**src/rtl/intc_pkg.sv**
```systemverilog
package intc_pkg;
  localparam int PRIM_N     = 40;
  localparam int SEC_N      = 32;
  localparam int DATA_W     = 32;
  localparam int ADDR_W     = 12;
  localparam int IDX_W      = 6;
  localparam int CHAN_W     = $clog2(PRIM_N);
  localparam int PRIM_BANKS = (PRIM_N + DATA_W - 1) / DATA_W;
  localparam int BANK_W     = (PRIM_BANKS > 1) ? $clog2(PRIM_BANKS) : 1;

  localparam int OFF_PCLR  = 'h010;
  localparam int OFF_ESET  = 'h020;
  localparam int OFF_ECLR  = 'h030;
  localparam int OFF_PIDX  = 'h040;
  localparam int OFF_SSTAT = 'h080;
  localparam int OFF_SCLR  = 'h088;
  localparam int OFF_SESET = 'h090;
  localparam int OFF_SECLR = 'h098;
  localparam int OFF_MAP   = 'h200;

  typedef enum logic [2:0] {
    RD_NONE, RD_PEND, RD_EN, RD_IDX, RD_SSTAT, RD_MAP
  } rdSel_e;

  typedef struct packed {
    logic [PRIM_BANKS-1:0] clrPend;
    logic [PRIM_BANKS-1:0] setEn;
    logic [PRIM_BANKS-1:0] clrEn;
    logic                  clrSec;
    logic                  setSecEn;
    logic                  clrSecEn;
    logic                  wrMap;
    logic [CHAN_W-1:0]     chan;
    rdSel_e                rdSel;
    logic [BANK_W-1:0]     bank;
  } strobe_t;
endpackage

```
**src/rtl/intc_ctrl.sv**
```systemverilog
module intc_ctrl
  import intc_pkg::*;
(
  input  logic [ADDR_W-1:0] regAddr,
  input  logic              regWe,
  output strobe_t           strb
);
  logic [ADDR_W-1:0] mapOff;

  always_comb begin
    strb       = '0;
    strb.rdSel = RD_NONE;
    mapOff     = regAddr - ADDR_W'(OFF_MAP);

    for (int b = 0; b < PRIM_BANKS; b++) begin
      if (regAddr == ADDR_W'(OFF_PCLR + 4 * b)) begin
        strb.clrPend[b] = regWe;
        strb.rdSel      = RD_PEND;
        strb.bank       = BANK_W'(b);
      end
      if (regAddr == ADDR_W'(OFF_ESET + 4 * b)) begin
        strb.setEn[b] = regWe;
        strb.rdSel    = RD_EN;
        strb.bank     = BANK_W'(b);
      end
      if (regAddr == ADDR_W'(OFF_ECLR + 4 * b)) begin
        strb.clrEn[b] = regWe;
      end
    end

    if (regAddr == ADDR_W'(OFF_PIDX))  strb.rdSel = RD_IDX;
    if (regAddr == ADDR_W'(OFF_SSTAT)) strb.rdSel = RD_SSTAT;
    if (regAddr == ADDR_W'(OFF_SCLR))  strb.clrSec   = regWe;
    if (regAddr == ADDR_W'(OFF_SESET)) strb.setSecEn = regWe;
    if (regAddr == ADDR_W'(OFF_SECLR)) strb.clrSecEn = regWe;

    if (regAddr >= ADDR_W'(OFF_MAP) &&
        regAddr < ADDR_W'(OFF_MAP + 4 * PRIM_N) &&
        regAddr[1:0] == 2'b00) begin
      strb.wrMap = regWe;
      strb.chan  = mapOff[CHAN_W+1:2];
      strb.rdSel = RD_MAP;
    end
  end
endmodule

```
**src/rtl/intc_datapath.sv**
```systemverilog
module intc_datapath
  import intc_pkg::*;
(
  input  logic              clk,
  input  logic              rst,
  input  strobe_t           strb,
  input  logic [DATA_W-1:0] regWdata,
  input  logic [PRIM_N-1:1] primReq,
  input  logic [SEC_N-1:0]  secReq,
  output logic [DATA_W-1:0] regRdata,
  output logic              cpuIrq,
  output logic [PRIM_N-1:0] pendPrim,
  output logic [PRIM_N-1:0] enPrim,
  output logic [SEC_N-1:0]  secPend,
  output logic [SEC_N-1:0]  secEn
);
  logic [PRIM_N-1:0] clrMaskP, setMaskE, clrMaskE, rawPrim, activePrim;
  logic [SEC_N-1:0]  secClrMask, secSetMask, secEnClrMask, secActive;
  logic              cascadeLine;
  logic [IDX_W-1:0]  chanMap [PRIM_N];
  logic [CHAN_W-1:0] winChan;
  logic              winFound;
  logic [IDX_W-1:0]  prioIdx;

  // spread bank-wise write data onto the flat source vectors
  always_comb begin
    for (int i = 0; i < PRIM_N; i++) begin
      clrMaskP[i] = strb.clrPend[i / DATA_W] & regWdata[i % DATA_W];
      setMaskE[i] = strb.setEn[i / DATA_W]   & regWdata[i % DATA_W];
      clrMaskE[i] = strb.clrEn[i / DATA_W]   & regWdata[i % DATA_W];
    end
  end

  assign secClrMask   = strb.clrSec   ? regWdata[SEC_N-1:0] : '0;
  assign secSetMask   = strb.setSecEn ? regWdata[SEC_N-1:0] : '0;
  assign secEnClrMask = strb.clrSecEn ? regWdata[SEC_N-1:0] : '0;

  assign secActive   = secPend & secEn;
  assign cascadeLine = |secActive;
  assign rawPrim     = {primReq, cascadeLine};
  assign activePrim  = pendPrim & enPrim;
  assign cpuIrq      = |activePrim;

  always_ff @(posedge clk) begin
    if (rst) begin
      pendPrim <= '0;
      enPrim   <= '0;
      secPend  <= '0;
      secEn    <= '0;
    end else begin
      pendPrim <= (pendPrim & ~clrMaskP) | rawPrim;
      enPrim   <= (enPrim | setMaskE) & ~clrMaskE;
      secPend  <= (secPend & ~secClrMask) | secReq;
      secEn    <= (secEn | secSetMask) & ~secEnClrMask;
    end
  end

  always_ff @(posedge clk) begin
    for (int c = 0; c < PRIM_N; c++) begin
      if (rst)
        chanMap[c] <= IDX_W'(c);
      else if (strb.wrMap && strb.chan == CHAN_W'(c))
        chanMap[c] <= regWdata[IDX_W-1:0];
    end
  end

  // downward scan leaves the lowest active channel
  always_comb begin
    winFound = 1'b0;
    winChan  = '0;
    for (int i = PRIM_N - 1; i >= 0; i--) begin
      if (activePrim[i]) begin
        winFound = 1'b1;
        winChan  = CHAN_W'(i);
      end
    end
  end

  assign prioIdx = winFound ? chanMap[winChan] : '0;

  always_comb begin
    regRdata = '0;
    case (strb.rdSel)
      RD_PEND: begin
        for (int i = 0; i < PRIM_N; i++)
          if (strb.bank == BANK_W'(i / DATA_W)) regRdata[i % DATA_W] = pendPrim[i];
      end
      RD_EN: begin
        for (int i = 0; i < PRIM_N; i++)
          if (strb.bank == BANK_W'(i / DATA_W)) regRdata[i % DATA_W] = enPrim[i];
      end
      RD_IDX:   regRdata = DATA_W'(prioIdx);
      RD_SSTAT: regRdata = DATA_W'(secActive);
      RD_MAP:   regRdata = DATA_W'(chanMap[strb.chan]);
      default:  regRdata = '0;
    endcase
  end
endmodule

```
**src/rtl/intc_cascade.sv**
```systemverilog
module intc_cascade
  import intc_pkg::*;
(
  input  logic              clk,
  input  logic              rst,
  input  logic [ADDR_W-1:0] regAddr,
  input  logic              regWe,
  input  logic [DATA_W-1:0] regWdata,
  output logic [DATA_W-1:0] regRdata,
  input  logic [PRIM_N-1:1] primReq,
  input  logic [SEC_N-1:0]  secReq,
  output logic              cpuIrq
);
  strobe_t           strb;
  logic [PRIM_N-1:0] pendPrim, enPrim;
  logic [SEC_N-1:0]  secPend, secEn;

  intc_ctrl u_ctrl (
    .regAddr (regAddr),
    .regWe   (regWe),
    .strb    (strb)
  );

  intc_datapath u_dp (
    .clk      (clk),
    .rst      (rst),
    .strb     (strb),
    .regWdata (regWdata),
    .primReq  (primReq),
    .secReq   (secReq),
    .regRdata (regRdata),
    .cpuIrq   (cpuIrq),
    .pendPrim (pendPrim),
    .enPrim   (enPrim),
    .secPend  (secPend),
    .secEn    (secEn)
  );
endmodule

```
**config.mk**
```make
export PLATFORM = sky130hd
export DESIGN_NAME = intc_cascade
export DESIGN_NICKNAME = d
export VERILOG_FILES = /design/src/rtl/intc_pkg.sv /design/src/rtl/intc_ctrl.sv /design/src/rtl/intc_datapath.sv /design/src/rtl/intc_cascade.sv
export SDC_FILE = /design/constraint.sdc
export NUM_CORES = 1
export LEC_CHECK = 0
export CAP_MARGIN = 5
export CORE_UTILIZATION = 65
export CTS_CLUSTER_SIZE = 14
export DETAILED_ROUTE_END_ITERATION = 8
export DONT_BUFFER_PORTS = 1
export HOLD_SLACK_MARGIN = 0.03
export PLACE_DENSITY = 0.81
export SLEW_MARGIN = 0
export SYNTH_ARGS = -nofsm -noshare
export SYNTH_HDL_FRONTEND = slang
export SYNTH_SLANG_ARGS = --single-unit
```
**constraint.sdc**
```tcl
create_clock -name clk -period 4.8 [get_ports clk]
set_input_delay 0.48 -clock clk [delete_from_list [all_inputs] [get_ports clk]]
set_output_delay 0.48 -clock clk [all_outputs]
set_load 0.05 [all_outputs]
```
Word-level counts from Yosys, hierarchy flattened
Memories as Yosys holds them, arrays and structs flattened.
Index checks and enable logic that the tools add are counted.
- output and inout port bits: 33
- memories: 1
- bits in read-only memories: 0
- register bits: 144
- latch bits: 0
- RAM bits: 240
- memory list (name ; depth ; width ; read ports ; clocked after Yosys merged registers in ; write ports ; line ; text):
    u_dp.chanMap ; 40 ; 6 ; 2 ; 0 ; 40 ; intc_datapath.sv:20 ; logic [IDX_W-1:0] chanMap [PRIM_N];
- add/subtract/negate cells: 1
- shifts and indexed selects: 0
- multiply operators: 0
- reductions and logical operators: 46
- $lt $le $gt $ge: 2
- equal/unequal tests: 55
- div/mod/pow operators: 0
- bitwise gates (word level): 174
- muxes and demuxes: 327
- operator list (cell ; count):
    6-bit two-way mux ; 81
    1-bit two-way mux ; 235
    32-bit case mux with 5 select lines ; 1
    1-bit bitwise AND ; 120
    40-bit bitwise AND ; 3
    32-bit bitwise AND ; 3
    6-bit by 5-bit == test with 1-bit output, second input constant ; 16
    32-bit two-way mux ; 3
    40-bit NOT ; 2
    40-bit OR ; 2
    32-bit NOT ; 2
    32-bit OR ; 2
    12-bit by 6-bit == test with 1-bit output, second input constant ; 4
    12-bit by 8-bit == test with 1-bit output, second input constant ; 4
    6-bit by 4-bit == test with 1-bit output, second input constant ; 8
    6-bit == test, second input constant ; 8
    1-bit logical AND ; 42
    1-bit OR ; 40
    40-bit OR reduction ; 1
    32-bit OR reduction ; 1
    12-bit by 5-bit == test with 1-bit output, second input constant ; 2
    6-bit by 3-bit == test with 1-bit output, second input constant ; 4
    12-bit by 7-bit == test with 1-bit output, second input constant ; 1
    6-bit by 2-bit == test with 1-bit output, second input constant ; 2
    other kinds (12) ; 18

Depth between registers and ports, before layout
Gate-level depths: netlist (run 1).
An unclocked memory read counts as a cell.
- depth in word-level cells: 44
- depth in mapped cells: 14

Hierarchy
Synthesis (run 1) repeated with hierarchy kept, for this count alone.
- cell total of the unflattened synthesis: 1965
- area, all modules: 20702.4 µm²
- modules (own cells, without submodules) (module ; area each (µm²) ; cells each ; times used ; sequential area each (µm²)):
    intc_datapath ; 20379.5 ; 1913 ; 1 ; 10089.7
    intc_ctrl ; 322.8 ; 52 ; 1 ; 0.0

Worst setup path before layout (run 1)
Ideal clock, no wire load.
- path kind: input port to output port
- from: input regAddr[9]
- to: output regRdata[7]
- path buffers: 2
- setup slack: 865 ps
- data required time: 4320 ps
- stages: 7
- arrival: 3455 ps
- cells stage by stage: or4_1 -> nor3_1 -> o211a_1 -> clkbuf_1 -> clkbuf_1 -> mux2i_1 -> o21ai_0
- longest elaborated chain between the ends: 10
- ends and longest elaborated chain (item ; line ; text):
    start: declaration ; intc_cascade.sv:6 ; input logic [ADDR_W-1:0] regAddr,
    12-bit by 5-bit == test with 1-bit output ; intc_ctrl.sv:16 ; if (regAddr == ADDR_W'(OFF_PCLR + 4 * b)) begin
    2-bit two-way mux ; intc_ctrl.sv:16 ;
    3-bit two-way mux ; intc_ctrl.sv:21 ; if (regAddr == ADDR_W'(OFF_ESET + 4 * b)) begin
    3-bit two-way mux ; intc_ctrl.sv:16 ;
    3-bit two-way mux ; intc_ctrl.sv:21 ;
    2-bit two-way mux ; intc_ctrl.sv:31 ; if (regAddr == ADDR_W'(OFF_PIDX)) strb.rdSel = RD_IDX;
    3-bit two-way mux ; intc_ctrl.sv:32 ; if (regAddr == ADDR_W'(OFF_SSTAT)) strb.rdSel = RD_SSTAT;
    10-bit two-way mux ; intc_ctrl.sv:37 ; if (regAddr >= ADDR_W'(OFF_MAP) &&
    3-bit == test, or another cell as far along ; intc_datapath.sv:83 ; case (strb.rdSel)
    32-bit case mux with 5 select lines * ; intc_datapath.sv:83 ;
    end: declaration ; intc_cascade.sv:9 ; output logic [DATA_W-1:0] regRdata,
Mark *: on every way between the ends. The rest lies on a longest branch, timed or not.

Worst setup path in the final report (run 1)
- from: register u_dp.pendPrim[9]
- to: output regRdata[2]
- longest elaborated chain between the ends: 14
- ends and longest elaborated chain (item ; line ; text):
    start: declaration ; intc_datapath.sv:12 ; output logic [PRIM_N-1:0] pendPrim,
    start signal: assignment ; intc_datapath.sv:51 ; pendPrim <= (pendPrim & ~clrMaskP) | rawPrim;
    40-bit bitwise AND * ; intc_datapath.sv:41 ; assign activePrim = pendPrim & enPrim;
    6-bit two-way mux (10 in series) ; intc_datapath.sv:72 ; if (activePrim[i]) begin
    memory read 40 x 6 bit ; n/a ;
    6-bit two-way mux * ; intc_datapath.sv:79 ; assign prioIdx = winFound ? chanMap[winChan] : '0;
    32-bit case mux with 5 select lines * ; intc_datapath.sv:83 ;
Marked as above.

==> flow_metrics.tcl, run 1 <==
set metrics [dict create \
    outcome "complete, but fails checks" \
    violations "setup timing" \
    gp_congestion 1.080 \
    finalCritPeriodShare_pct 101.6 \
    firstDrtPassIters 7 \
    post_drt_wl_per_cell_um 29.19 \
    dp_slack_ns 0.5929 \
    num_vias 19557 \
    grt_max_degree 162 \
    rr_startpoint "u_dp.secPend[14]" \
    min_path_type "input port to register" \
    cts_tree "built" \
    final_cell_mix "340 x nand2_1, 240 x edfxtp_1, 184 x a21oi_1" \
    critical_path_required_ns 4.32 \
    avgSynthCellArea_um2 9.404 \
    port_buffers 0 \
    synth_warnings 0 \
    antenna_found_initial 1 \
    syn_to_final_growth_pct 11.12 \
    clock_sinks 384 \
    clk_pin_slew_ns 0.06 \
    synth_seq_cells 384 \
    grt_util_all_layers_pct 46.32 \
    clockRootBuffer "clkbuf_16" \
    internal_power_mw 5.640 \
    worstPathArrival_ns 4.40 \
    vias_per_cell 7.327 \
    row_count 65 \
    p_leak_nw 8.166 \
    pwr-share-seq_pct 51.8 \
    switching_share_pct 22.78 \
    slew_headroom_pct 24.91 \
    dieArea_um2 33100 \
    cap_violations 0 \
    syn-cell-area_um2 21050 \
    p_clk_share_pct 43.2 \
    drive_gt1_share_pct 11.47 \
    path_class "register to output pin" \
    io_pins 151 \
    fin_skew_ns 0.01054 \
    setup_slack_ns -0.07548 \
    grt_pass1_vias 18435 \
    min_period_ns 4.875 \
    clk_latency_ns 0.55 \
    synth_edf_count 240 \
    hold_path.startpoint "regWdata[29]" \
    fp.dieH_um 181.9 \
    fillers 2273 \
    start_util_pct 66.35 \
    core_area_um2 31720 \
    grt_pass1_wl_um 114000 \
    holdWs_ns 0.03260 \
    hold_viol 0 \
    drt_iter0_drc 2778 \
    crit_fanout 15 \
    drt_wl_total_um 77910 \
    cts_buffer_depth 3 \
    yosysSeqAreaShare_pct 47.94 \
    numCtsBuffers 41 \
    max_clock_freq_mhz 205.1 \
    layout_commonest_cell "nand2_1" \
    slew_violations 0 \
    power_per_cell_area_nw_per_um2 312.3 \
    syn_inst 2238 \
    drt.antenna.violating_nets 0 \
    start_kind "register" \
    vdd_drop_max_uv 376.6 \
    timing.rr.end "u_dp.pendPrim[0]" \
    switchingPower_mw 1.663 \
    reg2reg_slack_ns 3.15 \
    synth_cell_types 70 \
    fp.dieW_um 181.9 \
    endpoint_kind "output pin" \
    h-tree-depth 2 \
    r2r_cells 4 \
    gr-total-overflow 0 \
    nets 2357 \
    utilization_pct 73.73 \
    synthArstFlopShare_pct 0 \
    route.detailed.drc 0 \
    p_comb_share_pct 5.0 \
    yosys_most_used_dff "edfxtp_1" \
    setup_viol 1 \
    hold_path_depth 1 \
    whs_endpoint "u_dp.enPrim[29]" \
    worstMarginPinSlew_ns 1.123 \
    place_hpwl_um 51710 \
    syn-num-nets 2356 \
]
sequential cells by signal (all words and copies together) (netlist names):
name / cells
u_dp.chanMap: 240
u_dp.enPrim: 40
u_dp.pendPrim: 40
u_dp.secEn: 32
u_dp.secPend: 32
cells in the mapped netlist (all sizes together), types with 35 or more instances:
cell type / n / share of area [%]
or3: 52 / 1.5
clkbuf: 148 / 2.6
o22ai: 45 / 1.3
nand3: 99 / 2.4
mux4: 35 / 3.7
and3: 49 / 1.5
mux2i: 70 / 3.3
nand2: 341 / 6.1
nor2: 159 / 2.9
and2: 109 / 3.2
nand2b: 84 / 2.5
a211oi: 86 / 3.1
a21oi: 184 / 4.4
edfxtp: 240 / 34
a22oi: 45 / 1.7
dfxtp: 144 / 14
kinds of logic (layout without fill, tap and decap cells):
kind of cell | count (synthesis) | in the layout | synth area share [%]
buffers and inverters | 188 | 214 | 3.585
AOI/OAI and AO/OA | 548 | 550 | 17.56
and+or+nand+nor | 1002 | 1002 | 23.25
other | 0 | 1 | 0
muxes | 116 | 116 | 7.664
DFF | 384 | 384 | 47.94
critical path: stages, from the launching register on:
cell     delay (ns)
dfxtp_1        0.34
a22oi_1        0.41
nand2_1        0.12
a31oi_2        0.73
o21a_4         0.45
buf_4          0.31
mux2i_1        0.26
mux2i_1        0.11
mux2i_1        0.41
o211a_1        0.23
nand4_1        0.21
buf_4          0.27
how the worst max path moves through the flow:
stage	startpoint	to	cells after the start
after floorplan	regAddr[9]	regRdata[7]	7
after global placement	regAddr[11]	regRdata[5]	12
after detailed placement	regAddr[11]	regRdata[5]	12
after CTS	u_dp.pendPrim[35]	regRdata[2]	10
after global routing	u_dp.pendPrim[9]	regRdata[2]	11
final	u_dp.pendPrim[9]	regRdata[2]	11
routing by layer:
layer  GRT usage, %  vias to the layer above  wire (um)
li1               -                     8304          -
met1          56.73                     9221      26560
met2          72.98                     1624      34990
met3          12.11                      408      10200
met4          29.78                        0       6159
met5              0                        -          0
area by class of cell:
cell class                      count  area (um2)  share of cell area (%)
Inverter                            7       26.28                  0.1124
Multi-Input combinational cell   1668       10310                   44.09
Timing Repair Buffer              137        1161                   4.965
Tap cell                          402       503.0                   2.151
Clock buffer                       49        1087                   4.650
Antenna cell                        1       2.502                 0.01070
Clock inverter                     21       205.2                  0.8775
Sequential cell                   384       10090                   43.15
through the flow:
stage | setup TNS [ns] | cells | cell area (um2) | total power [mW]
finish | -0.07548 | 2669 | 23380 | 7.303
detailed placement | 0 | 2555 | 21630 | 4.162
global route | -0.05301 | 2668 | 23380 | 7.432
floorplan | 0 | 2238 | 21050 | 4.095
global placement | 0 | 2555 | 21630 | 4.151
CTS | 0 | 2658 | 23250 | 7.254
repair_timing:
action,4_1_cts,5_1_grt
endpoints found under the setup margin,0,6
buffers inserted,0,8
endpoints found under the hold margin,69,0
hold buffers,33,0
gates resized for setup,0,5
power groups by stage:
| stage | logic, mW | registers (mW) | clock network [mW] |
|---|---|---|---|
| after floorplan | 0.318 | 3.78 | 0 |
| after global placement | 0.316 | 3.83 | 0 |
| after detailed placement | 0.323 | 3.84 | 0 |
| after CTS | 0.355 | 3.77 | 3.13 |
| after global routing | 0.388 | 3.79 | 3.26 |
| final | 0.368 | 3.78 | 3.15 |
No activity file was read; power rests on OpenSTA's default activity.
==> inputs of run 2 (changes only) <==
--- a/config.mk
+++ b/config.mk
@@ -15,4 +15,5 @@
 export SLEW_MARGIN = 0
 export SYNTH_ARGS = -nofsm -noshare
 export SYNTH_HDL_FRONTEND = slang
+export SYNTH_HIERARCHICAL = 1
 export SYNTH_SLANG_ARGS = --single-unit
==> run 2 against run 1 <==
Net effect: the flow now finishes without violations; critical path depth unchanged; sequential share of layout area grew 1.1 points; flip-flop and latch count unchanged; clock-buffer cell count grew 4; fmax up 3.0%; wire length decreased by 4.1%; register-to-register slack worse by 0.14 ns; die area down 1.6%; design area is 2.4% lower; highest routed layer is now met5.
==> flow_metrics.tcl, run 2 <==
set metrics [dict create \
    p_leak_nw 7.656 \
    yosys_most_used_dff "edfxtp_1" \
    power_mw 7.190 \
    synthTopCellsByArea "edfxtp_1 35%, dfxtp_1 14%, mux4_2 10%" \
    syn_to_final_growth_pct 10.25 \
    drive_gt1_share_pct 15.01 \
    gr-total-overflow 0 \
    dieArea_um2 32570 \
    syn_inst 1965 \
    hold_viol 0 \
    drt.antenna.violating_nets 0 \
    layout_commonest_cell "edfxtp_1" \
    crit_fanout 24 \
    synth_seq_cells 384 \
    worstMarginPinSlew_ns 1.112 \
    largestRegisters "u_dp/chanMap x240, u_dp/enPrim x40, u_dp/pendPrim x40" \
    io_pins 151 \
    h-tree-depth 2 \
    synth.most_common_cell "edfxtp_1" \
    antenna_found_initial 1 \
    start_kind "register" \
    vias_per_cell 7.637 \
    cts_buffer_depth 3 \
    finalSetupTns_ns 0 \
    post_cts_buffers 0 \
    numCtsBuffers 41 \
    route.detailed.drc 0 \
    firstDrtPassIters 7 \
    synth_edf_count 240 \
    final_cells 2375 \
    drt_iter0_drc 3235 \
    min_path_type "input port to register" \
    synth_common_cells "240 x edfxtp_1, 227 x nand2_1, 180 x a21oi_1, 144 x dfxtp_1, 131 x clkbuf_1" \
    cts_tree "built" \
    rsz0062_at_grt "false" \
    yosysTopAreaCell "edfxtp_1" \
    hold_path_depth 1 \
    synth_cell_types 77 \
    max_clock_freq_mhz 211.2 \
    outcome "finished clean" \
    final_cell_mix "240 x edfxtp_1, 227 x nand2_1, 180 x a21oi_1" \
    port_buffers 0 \
    fillers 1993 \
    synth_warnings 6 \
    largest_reg_flops 240 \
    syn-cell-area_um2 20700 \
    path_class "register to output pin" \
    place_hpwl_um 51190 \
    grt_max_degree 189 \
    dp_cells 2270 \
    yosysTopAreaCellShare_pct 34.81 \
    regMostFlops "u_dp/chanMap" \
    power_per_cell_area_nw_per_um2 315.0 \
    drt_wl_total_um 74730 \
    synthArstFlopShare_pct 0 \
    num_vias 18139 \
    nets 2066 \
    row_count 64 \
    grt_pass1_wl_um 108400 \
    post_drt_wl_per_cell_um 31.46 \
    cap_violations 0 \
    avgSynthCellArea_um2 10.54 \
    r2r_cells 4 \
    vdd_drop_max_uv 274.5 \
    endpoint_kind "output pin" \
    grt_util_all_layers_pct 44.94 \
    finalCritPeriodShare_pct 98.65 \
    clock_sinks 384 \
    min_period_ns 4.735 \
    yosysSeqAreaShare_pct 48.74 \
    clockRootBuffer "clkbuf_16" \
    setup_viol 0 \
    worstPathArrival_ns 4.26 \
    syn-num-nets 2083 \
    slew_violations 0 \
    fp.dieH_um 180.5 \
    diodes 0 \
    core_area_um2 30990 \
    gp_congestion 1.046 \
    clk_latency_ns 0.55 \
    slew_headroom_pct 25.32 \
    grt_pass1_vias 16787 \
    fin_skew_ns 0.008045 \
    start_util_pct 66.80 \
    fp.dieW_um 180.5 \
    clk_pin_slew_ns 0.06 \
    critical_path_required_ns 4.32 \
]
run 2: changes by cell type in the layout (fill, tap and decap cells not counted), moves of 28 or more:
cell,before,now
nor2_1,153,125
nand2_1,340,227
nand3_1,99,47
mux4_2,35,96
nand2b_1,84,7
or3_1,52,97
run 2: per-layer routing:
metal	up-vias	GRT usage (%)	routed length [um]
li1	7413	-	-
met4	2	20.65	4614
met2	1673	73.19	34680
met1	8691	56.34	25030
met3	360	11.84	10380
met5	-	0	15
run 2: worst max-delay path: stages (launching register included):
cell and delay (ns):
dfxtp_1 0.36, a22oi_1 0.45, a211oi_1 0.17, a211oi_2 0.37, o21a_2 0.62, o21a_1 0.18, o22ai_1 0.06, and3_1 0.16
or4_1 0.51, and3_1 0.19, o221ai_1 0.33, buf_4 0.28
run 2: repair_timing:
action | 4_1_cts | 5_1_grt
endpoints found under the hold margin | 27 | 10
setup endpoints to repair | 0 | 3
resized for setup | 0 | 0
hold buffers | 22 | 8
run 2: worst paths after layout:
check               startpoint               end  slack (ns)
min               regWdata[26]    u_dp/secEn[26]        0.03
min reg2reg   u_dp/secPend[20]  u_dp/secPend[20]        0.49
max reg2reg      u_dp/secEn[5]  u_dp/pendPrim[0]        3.01
max          u_dp/pendPrim[27]       regRdata[5]        0.06
run 2: cell families (layout without fill, tap and decap cells):
group	Yosys count	count (layout)	share of synthesized area, %
buffers and inverters	177	190	3.717
multiplexers	162	162	13.76
AO/OA/AOI/OAI	474	474	15.07
XOR/XNOR	1	1	0.04231
AND/OR/NAND/NOR	767	768	18.68
flip-flops	384	384	48.74
run 2: per-stage QoR:
stage / cell area (um2) / util [%] / hold slack [ns] / setup WS, ns
final: 22820 / 73.65 / 0.02999 / 0.06456
after global routing: 22820 / 73.65 / 0.02321 / 0.01777
after CTS: 22740 / 73.37 / 0.03003 / 0.2226
after detailed placement: 21220 / 68.48 / 0.4717 / 0.2525
after global placement: 21220 / 68.48 / 0.4622 / 0.3795
after floorplan: 20700 / - / 0.4510 / 0.6401
run 2: report_power, final:
part	internal (mW)	total, mW	switching (mW)
Combinational	0.147	0.298	0.151
Sequential	3.65	3.80	0.151
Clock	1.77	3.09	1.32
run 2: layout make-up:
cell class                      instances  area, um2  share of cell area (%)
Multi-Input combinational cell       1405       9921                   43.47
Sequential cell                       384      10090                   44.21
Tap cell                              396      495.5                   2.171
Clock buffer                           53       1132                   4.961
Clock inverter                         21      163.9                  0.7181
Inverter                                3      11.26                 0.04934
Timing Repair Buffer                  113       1011                   4.429
